File: config.mk
export PLATFORM = sky130hd
export DESIGN_NAME = scaler_alloc
export DESIGN_NICKNAME = d
export VERILOG_FILES = /design/src/rtl/scl_alloc_pkg.sv /design/src/rtl/scl_popcount.sv /design/src/rtl/scl_first_free.sv /design/src/rtl/scl_limit_check.sv /design/src/rtl/scaler_alloc.sv
export SDC_FILE = /design/constraint.sdc
export NUM_CORES = 1
export LEC_CHECK = 0
export BUFFER_PORTS_ARGS = -buffer_cell sky130_fd_sc_hd__buf_2
export CAP_MARGIN = 20
export CORE_ASPECT_RATIO = 1.5
export CORE_MARGIN = 4
export CORE_UTILIZATION = 59
export CTS_BUF_LIST = sky130_fd_sc_hd__clkbuf_4
export DETAILED_ROUTE_END_ITERATION = 10
export GPL_TIMING_DRIVEN = 0
export MAX_ROUTING_LAYER = met4
export PLACE_DENSITY = 0.87
export REMOVE_ABC_BUFFERS = 1
export SYNTH_ARGS = -nofsm -noshare
export SYNTH_HDL_FRONTEND = slang
export SYNTH_HIERARCHICAL = 1
export SYNTH_SLANG_ARGS = --single-unit
File: constraint.sdc
create_clock -name clk -period 6.3 [get_ports clk]
set_input_delay 0.315 -clock clk [delete_from_list [all_inputs] [get_ports clk]]
set_output_delay 0.315 -clock clk [all_outputs]
set_load 0.1 [all_outputs]
File: src/rtl/scl_alloc_pkg.sv
package scl_alloc_pkg;
    typedef enum logic [1:0] {
        MODE_OFF = 2'b00,
        MODE_DYN = 2'b01,
        MODE_HQ  = 2'b10
    } scl_mode_e;

    typedef enum logic {
        ST_IDLE = 1'b0,
        ST_SCAN = 1'b1
    } scan_state_e;
endpackage

File: src/rtl/scl_popcount.sv
module scl_popcount #(
    parameter int W     = 9,
    parameter int CNT_W = $clog2(W + 1)
) (
    input  logic [W-1:0]     bits_in,
    output logic [CNT_W-1:0] count
);
    always_comb begin
        count = '0;
        for (int i = 0; i < W; i++) begin
            count = count + CNT_W'(bits_in[i]);
        end
    end
endmodule

File: src/rtl/scl_first_free.sv
module scl_first_free #(
    parameter int NS    = 2,
    parameter int SID_W = 1
) (
    input  logic [NS-1:0]    in_use,
    output logic             found,
    output logic [SID_W-1:0] sid
);
    // walk from the top so the lowest free index is the last one written
    always_comb begin
        found = 1'b0;
        sid   = '0;
        for (int i = NS - 1; i >= 0; i--) begin
            if (!in_use[i]) begin
                found = 1'b1;
                sid   = SID_W'(i);
            end
        end
    end
endmodule

File: src/rtl/scl_limit_check.sv
module scl_limit_check #(
    parameter int DIM_W    = 14,
    parameter int MAX_W    = 4096,
    parameter int MAX_H    = 4096,
    parameter bit NEW_MODE = 1'b0
) (
    input  logic [DIM_W-1:0] src_w,
    input  logic [DIM_W-1:0] src_h,
    input  logic [DIM_W-1:0] dst_w,
    input  logic [DIM_W-1:0] dst_h,
    input  logic             planar,
    input  logic             on_first,
    output logic             ok
);
    localparam int EW = DIM_W + 2;
    localparam logic [DIM_W-1:0] MIN_PLAIN = DIM_W'(8);
    localparam logic [DIM_W-1:0] MIN_PLNR  = DIM_W'(16);
    localparam logic [DIM_W-1:0] LIM_W     = DIM_W'(MAX_W);
    localparam logic [DIM_W-1:0] LIM_H     = DIM_W'(MAX_H);

    logic [DIM_W-1:0] src_min;
    logic [EW-1:0]    sw_x, sh_x, dw2, dw3, dh2, dh3;
    logic             min_ok, max_ok, h_ok, v_ok, legacy_planar;

    always_comb begin
        src_min       = planar ? MIN_PLNR : MIN_PLAIN;
        legacy_planar = planar && !NEW_MODE;
        sw_x = EW'(src_w);
        sh_x = EW'(src_h);
        dw2  = EW'(dst_w) << 1;
        dh2  = EW'(dst_h) << 1;
        dw3  = dw2 + EW'(dst_w);
        dh3  = dh2 + EW'(dst_h);

        min_ok = (src_w >= src_min) && (src_h >= src_min) &&
                 (dst_w >= MIN_PLAIN) && (dst_h >= MIN_PLAIN);
        max_ok = (src_w <= LIM_W) && (dst_w <= LIM_W) &&
                 (src_h <= LIM_H) && (dst_h <= LIM_H);

        // ratio below k  <=>  src < k * dst (integer sizes)
        h_ok = legacy_planar ? (sw_x < dw2) : (sw_x < dw3);
        if (NEW_MODE && !on_first) begin
            v_ok = (src_h <= dst_h);
        end else begin
            v_ok = legacy_planar ? (sh_x < dh2) : (sh_x < dh3);
        end
        ok = min_ok && max_ok && h_ok && v_ok;
    end
endmodule

File: src/rtl/scaler_alloc.sv
module scaler_alloc
    import scl_alloc_pkg::*;
#(
    parameter int NUM_USERS   = 9,
    parameter int NUM_SCALERS = 2,
    parameter int DIM_W       = 14,
    parameter int MAX_W       = 4096,
    parameter int MAX_H       = 4096,
    parameter bit NEW_MODE    = 1'b0,
    localparam int UID_W      = $clog2(NUM_USERS),
    localparam int SID_W      = (NUM_SCALERS > 1) ? $clog2(NUM_SCALERS) : 1
) (
    input  logic                         clk,
    input  logic                         rst_n,
    input  logic                         req_valid,
    input  logic                         req_release,
    input  logic [UID_W-1:0]             req_user,
    input  logic [DIM_W-1:0]             req_src_w,
    input  logic [DIM_W-1:0]             req_src_h,
    input  logic [DIM_W-1:0]             req_dst_w,
    input  logic [DIM_W-1:0]             req_dst_h,
    input  logic                         req_planar,
    input  logic                         interlaced,
    input  logic                         start,
    output logic                         busy,
    output logic                         done,
    output logic                         err,
    output logic [NUM_USERS-1:0]         user_vld,
    output logic [NUM_USERS*SID_W-1:0]   user_sid,
    output logic [NUM_SCALERS*2-1:0]     scaler_mode
);
    localparam int CNT_W = $clog2(NUM_USERS + 1);
    localparam logic [CNT_W-1:0] NS_V     = CNT_W'(NUM_SCALERS);
    localparam logic [CNT_W-1:0] ONE_V    = CNT_W'(1);
    localparam logic [UID_W-1:0] LAST_IDX = UID_W'(NUM_USERS - 1);
    localparam logic [UID_W:0]   NU_V     = (UID_W + 1)'(NUM_USERS);
    localparam bit               MULTI    = (NUM_SCALERS > 1);

    typedef struct packed {
        scan_state_e                            st;
        logic [UID_W-1:0]                       idx;
        logic                                   done;
        logic                                   err;
        logic                                   single;
        logic [NUM_USERS-1:0]                   mask;
        logic [NUM_USERS-1:0]                   vld;
        logic [NUM_USERS-1:0][SID_W-1:0]        sid;
        logic [NUM_USERS-1:0][DIM_W-1:0]        src_w;
        logic [NUM_USERS-1:0][DIM_W-1:0]        src_h;
        logic [NUM_USERS-1:0][DIM_W-1:0]        dst_w;
        logic [NUM_USERS-1:0][DIM_W-1:0]        dst_h;
        logic [NUM_USERS-1:0]                   planar;
        logic [NUM_SCALERS-1:0]                 in_use;
        scl_mode_e [NUM_SCALERS-1:0]            mode;
    } alloc_st_t;

    alloc_st_t st_d, st_q;

    logic [CNT_W-1:0] need_cnt;
    logic             free_found;
    logic [SID_W-1:0] free_sid;
    logic [SID_W-1:0] tgt_sid;
    logic             tgt_ok;
    logic             lim_ok;
    logic [NUM_USERS-1:0] user_mask;

    assign user_mask = st_q.mask;

    scl_popcount #(.W(NUM_USERS), .CNT_W(CNT_W)) u_pop (
        .bits_in (st_q.mask),
        .count   (need_cnt)
    );

    scl_first_free #(.NS(NUM_SCALERS), .SID_W(SID_W)) u_free (
        .in_use (st_q.in_use),
        .found  (free_found),
        .sid    (free_sid)
    );

    // scaler the user under scan would land on
    always_comb begin
        if (st_q.single && MULTI) begin
            tgt_sid = '0;
            tgt_ok  = 1'b1;
        end else if (st_q.vld[st_q.idx]) begin
            tgt_sid = st_q.sid[st_q.idx];
            tgt_ok  = 1'b1;
        end else begin
            tgt_sid = free_sid;
            tgt_ok  = free_found;
        end
    end

    scl_limit_check #(
        .DIM_W(DIM_W), .MAX_W(MAX_W), .MAX_H(MAX_H), .NEW_MODE(NEW_MODE)
    ) u_lim (
        .src_w    (st_q.src_w[st_q.idx]),
        .src_h    (st_q.src_h[st_q.idx]),
        .dst_w    (st_q.dst_w[st_q.idx]),
        .dst_h    (st_q.dst_h[st_q.idx]),
        .planar   (st_q.planar[st_q.idx]),
        .on_first (tgt_sid == '0),
        .ok       (lim_ok)
    );

    always_comb begin
        logic need;
        logic fail;
        st_d      = st_q;
        st_d.done = 1'b0;
        need      = 1'b0;
        fail      = 1'b0;
        if (st_q.st == ST_IDLE) begin
            if (req_valid && ({1'b0, req_user} < NU_V)) begin
                need = req_planar || (req_src_w != req_dst_w) ||
                       (req_src_h != req_dst_h);
                if (req_release || !need) begin
                    st_d.mask[req_user] = 1'b0;
                    if (st_q.vld[req_user]) begin
                        st_d.vld[req_user]                  = 1'b0;
                        st_d.in_use[st_q.sid[req_user]]     = 1'b0;
                        st_d.mode[st_q.sid[req_user]]       = MODE_OFF;
                    end
                end else begin
                    st_d.mask[req_user]   = 1'b1;
                    st_d.src_w[req_user]  = req_src_w;
                    st_d.src_h[req_user]  = req_src_h;
                    st_d.dst_w[req_user]  = req_dst_w;
                    st_d.dst_h[req_user]  = req_dst_h;
                    st_d.planar[req_user] = req_planar;
                end
            end
            if (start) begin
                st_d.err = 1'b0;
                if (need_cnt > NS_V) begin
                    st_d.err  = 1'b1;
                    st_d.done = 1'b1;
                end else begin
                    st_d.st     = ST_SCAN;
                    st_d.idx    = '0;
                    st_d.single = (need_cnt == ONE_V);
                end
            end
        end else begin
            if (st_q.mask[st_q.idx]) begin
                if (interlaced || !tgt_ok || !lim_ok) begin
                    fail = 1'b1;
                end else begin
                    if (st_q.vld[st_q.idx] && (st_q.sid[st_q.idx] != tgt_sid)) begin
                        st_d.in_use[st_q.sid[st_q.idx]] = 1'b0;
                        st_d.mode[st_q.sid[st_q.idx]]   = MODE_OFF;
                    end
                    st_d.vld[st_q.idx]  = 1'b1;
                    st_d.sid[st_q.idx]  = tgt_sid;
                    st_d.in_use[tgt_sid] = 1'b1;
                    st_d.mode[tgt_sid]   = (st_q.single && MULTI) ? MODE_HQ : MODE_DYN;
                end
            end
            if (fail) begin
                st_d.err  = 1'b1;
                st_d.done = 1'b1;
                st_d.st   = ST_IDLE;
            end else if (st_q.idx == LAST_IDX) begin
                st_d.done = 1'b1;
                st_d.st   = ST_IDLE;
            end else begin
                st_d.idx = st_q.idx + UID_W'(1);
            end
        end
    end

    always_ff @(posedge clk) begin
        if (!rst_n) begin
            st_q <= '0;
        end else begin
            st_q <= st_d;
        end
    end

    assign busy        = (st_q.st == ST_SCAN);
    assign done        = st_q.done;
    assign err         = st_q.err;
    assign user_vld    = st_q.vld;
    assign user_sid    = st_q.sid;
    assign scaler_mode = st_q.mode;
endmodule

Yosys cells after proc, flatten, opt, wreduce, memory -nomap -nowiden
Cells that the tools add are included.
- latch bits: 0
- bits in writable memories: 0
- bits of input ports: 67
- memory bits (read-only): 0
- word-level logic and storage cells: 243
- register bits: 554
- memories kept: 0
- output and inout port bits: 25
- bitwise gates (word level): 18
- multiplexer cells: 88
- $lt $le $gt $ge: 24
- divide/modulo/power cells: 0
- shift-type cells: 0
- equality and inequality tests: 11
- add/sub/neg operators: 11
- $mul: 0
- reduce and logical (&&, ||, !) cells: 35
- operators by type and width (cell ; number):
    $bwmux W126 ; 4
    $bmux W14 S4 ; 4
    $mux W14 ; 5
    $mux W6 ; 10
    $demux W14 S4 ; 1
    $le A14 B13 Y1 const B ; 4
    $mux W9 ; 5
    $mux W18 ; 2
    $add A15 B14 Y16 ; 2
    $lt A14 B16 Y1 ; 2
    $lt A14 B15 Y1 ; 2
    $mux W1 ; 29
    $ge A14 B14 Y1 ; 2
    $ge A14 B4 Y1 const B ; 2
    $ne A14 B14 Y1 ; 2
    $add A4 B1 Y4 ; 6
    $bmux W1 S4 ; 6
    $and A9 B9 Y9 ; 2
    $bwmux W9 ; 2
    $or A9 B9 Y9 ; 2
    $logic_and A1 B1 Y1 ; 16
    $lt A4 B5 Y1 const B ; 2
    $mux W2 ; 5
    $mux W5 ; 2
    other kinds (34) ; 68

Longest topological paths before layout
- word-level depth: 19
- gate-level depth with buffers: 31
- depth with buffers taken out: 26

Cells and area by module
Netlist, hierarchy kept.
- by module, submodules not included (module ; area each (um2) ; instances ; cells each ; seq. area each (um2)):
    scaler_alloc ; 24962.7 ; 1 ; 2679 ; 11090.6
    scl_limit_check ; 3124.2 ; 1 ; 390 ; 0.0
    scl_popcount ; 197.7 ; 1 ; 24 ; 0.0
    scl_first_free ; 17.5 ; 1 ; 2 ; 0.0

Least setup slack after synthesis
No wires, ideal clock.
- path type: reg2reg
- from: reg st_q[549] (netlist name)
- to: reg st_q, in the netlist user_sid[3]
- period minus slack after synthesis: 6566 ps
- stages on the path, launching flop included: 28
- arrival: 6496 ps
- slack: -266 ps
- buffers on the path: 4
- required time: 6230 ps
- setup time: 70 ps
- cells stage by stage: dfxtp_1 > buf_4 > buf_4 > buf_1 > mux4_2 > a21oi_1 > o22ai_1 > ha_1 > fa_1 > nor2b_1 > o21ai_1 > a21oi_1 > o41ai_2 > o21ai_1 > o31ai_1 > xor2_1 > ha_1 > or4_1 > a221oi_1 > a211oi_1 > a311oi_2 > inv_1 > nor2_1 > o2111ai_1 > or2_1 > clkbuf_1 > or4b_1 > a21oi_1
- longest elaborated chain between the ends: 14
- elaborated cells on any way between the ends: 58
- classes of those cells: 2 x add/sub; 14 x order compare; 26 x mux; 1 x bitwise; 15 x reduce/logical
- ends and longest elaborated chain (element ; RTL line ; text):
    start: declaration ; scaler_alloc.sv:57 ; alloc_st_t st_d, st_q;
    start signal: assignment ; scaler_alloc.sv:176 ; st_q <= st_d;
    branches (longest 9 deep; another with $add A15 B14 Y16) ; - ;
    $logic_and A1 B1 Y1 * ; scl_limit_check.sv:47 ; ok = min_ok && max_ok && h_ok && v_ok;
    net lim_ok ; scaler_alloc.sv:64 ; logic lim_ok;
    $logic_not A1 Y1 * ; scaler_alloc.sv:146 ; if (interlaced || !tgt_ok || !lim_ok) begin
    $logic_or A1 B1 Y1 * ; scaler_alloc.sv:146 ;
    $not A1 Y1 (no source line) * ; - ;
    $reduce_and A3 Y1 (no source line) * ; - ;
Mark *: on every way through the listed nets, which the timed path passes. The select of a mux whose other input is x is not followed.
A chain may end at the register's enable or synchronous reset.

Worst setup path after layout
- from: reg st_q[549] (netlist name)
- to: reg st_q, in the netlist user_sid[8]
The elaborated chain is that of the path after synthesis.

==> results.toml <==
[power_and_ir_drop]
p_seq_frac = 0.511
p_per_area_mw_per_mm2 = 209
intPower_mw = 5.09
leakagePower_nw = 14.2
pwr-share-clk = 0.404
sw_frac_of_total = 0.264
power_switching_mw = 1.82
pwr-share-comb = 0.086
irDropWorstVdd_uv = 115

[sta]
relSlewSlack = 0.309
fin_crit_ns = 6.43
hold_violations = 0
finClkSkew_ns = 0.0774
finalMaxSlewViolations = 0
worstMarginPinSlew_ns = 1.04
grt_setup_unrepaired = "true"
max_freq_mhz = 156
timing.setup.tns_ns = -0.842
worst_slack_ns = -0.130
period_share = 1.02
setup_viol = 11

[clock_tree]
root_buffer = "clkbuf_4"
cts_max_path_buffers = 3
clkLatencyLatePin_ns = 0.92
clkSlewWorstSetupHoldPaths_ns = 0.07
cts.htree.levels = 3
cts_tree = "built"
cts_made_buffers = 120
cts_num_sinks = 554

[critical_path]
end_kind = "flip-flop"
cp_slowest_cell = "or4b_4"
critPathArrivalTime_ns = 7.26
cpPeakStageDelay_ns = 0.48
crit_top_cell = "buf_4"
worstSetupPathType = "reg2reg"
crit_fanout = 8
crit_path_start_kind = "flip-flop"
reg2reg_depth = 30
required_ns = 7.13

[layout]
fin_nets = 3390
drive_gt1_frac = 0.181
design_area_sq_mm = 0.0331
area_growth_syn_to_layout_pct = 16.8
fillerInstances = 3133

[route]
route.met2.wl_um = 43800
wire_per_inst_um = 24.2
top_layer = "met4"
drc = 1
via_count = 26200
drtIter0Drc = 3096
ant_nets = 0
drt-pass1-iter-count = 10
wl_met3_um = 9790
met1_length_um = 31000
via_per_inst = 6.74
drt_wl_total_um = 94100

[logic_synthesis]
yosysWarnings = 6
synthCells = 3094
syn-cell-area_sq_mm = 0.0283
avgSynthCellArea_sq_um = 9.15

[placed_design]
hpwlAfterDp_um = 51000
place_area_sq_mm = 0.0292
gp_congestion = 0.949
io_buffers = 91

[global_route]
grt_max_degree = 160
grt_pass1_wl_um = 139000
gr-total-overflow = 0
grt.total_usage = 0.344
grt_pass1_vias = 26400
antenna_found_initial = 3

[run_status]
status = "finished, violations left"
failed_checks = "DRC, setup timing"

[die]
pin_count = 92
start_util = 0.595
dieArea_sq_mm = 0.0516
core_area_sq_mm = 0.0476
die_w_um = 187
die_h_um = 276
num_rows = 98

[hold_path]
hold_depth = 4
hold_class = "in2reg"

[run]
cap_violations = 0
==> worst paths after layout <==
check,startpoint,to,slack [ns]
max,st_q[549]$_SDFFE_PN0P_,user_sid[8]$_SDFFE_PN0P_,-0.13
min,interlaced,st_q[552]$_SDFFE_PN0P_,0.07
max reg2reg,st_q[549]$_SDFFE_PN0P_,user_sid[8]$_SDFFE_PN0P_,-0.13
min reg2reg,scaler_mode[3]$_SDFFE_PN0P_,scaler_mode[3]$_SDFFE_PN0P_,0.44
==> cell usage in the layout (no fill, tap or decap), types with 15 or more instances in the layout <==
| master | instances |
|---|---|
| dfxtp_1 | 550 |
| dlygate4sd3_1 | 61 |
| a21oi_2 | 24 |
| ha_1 | 113 |
| xor2_1 | 37 |
| o21ai_0 | 183 |
| clkinv_1 | 26 |
| buf_16 | 25 |
| buf_2 | 90 |
| nor2_1 | 436 |
| inv_1 | 57 |
| mux2i_1 | 477 |
| buf_4 | 52 |
| clkbuf_4 | 172 |
| buf_12 | 20 |
| mux4_2 | 59 |
| nand2_1 | 176 |
| nor3_1 | 18 |
| a21oi_1 | 126 |
| o21ai_1 | 26 |
| a21o_1 | 15 |
| o22ai_1 | 37 |
| nand3_1 | 184 |
==> power groups by stage <==
| stage | registers, mW | clock network (mW) | logic [mW] |
|---|---|---|---|
| after global placement | 3.64 | 0 | 0.360 |
| after global routing | 3.53 | 2.99 | 0.605 |
| after detailed placement | 3.62 | 0 | 0.401 |
| after floorplan | 3.63 | 0 | 0.183 |
| final | 3.53 | 2.79 | 0.592 |
| after CTS | 3.53 | 2.79 | 0.528 |
==> routing by layer <==
metal  up-vias  track usage
met5         -            -
met3       771       0.0811
met2      1943        0.552
li1      11100            -
met1     12300        0.357
met4         0        0.288
==> critical path, delay by kind of cell (launching register included) <==
kind,cells,cell delay [ns]
xor+xnor,1,0.16
fa+ha+maj,2,0.56
compound gates,12,2.63
flops,1,0.40
buf+inv,8,1.15
simple gates,7,1.46
==> registers in the layout, indices dropped and copies added (netlist names), named ones only <==
register and flops:
user_sid 9, busy 1, err 1, st_q 520, done 1, scaler_mode 4
user_vld 9
==> timing repair <==
item	in CTS	in global routing
hold buffers	61	0
endpoints found under the setup margin	31	31
pin swaps	17	47
endpoints found under the hold margin	522	0
gates cloned	15	1
gates resized for setup	47	92
buffers inserted	40	26
==> metrics by stage <==
step	utilization	power, mW	cells	hold slack, ns	worst slack, ns
6_report	0.695	6.92	3886	0.0691	-0.130
5_1_grt	0.695	7.12	3886	0.104	-0.274
4_1_cts	0.680	6.84	3855	0.0205	0.00399
3_5_place_dp	0.614	4.02	3529	0.429	-2.08
3_3_place_gp	0.591	4.00	3485	0.423	-18.95
2_1_floorplan	-	3.82	2794	0.432	-8.04
==> final cells by class <==
class	instances	area [sq um]	area share
Antenna cell	4	10.0	0.000303
Clock buffer	172	1290	0.0391
Clock inverter	38	241	0.00731
Inverter	65	259	0.00783
Multi-Input combinational cell	2179	16300	0.493
Sequential cell	554	11100	0.336
Tap cell	600	751	0.0227
Timing Repair Buffer	274	3090	0.0935
(Power assumes the default switching activity.)
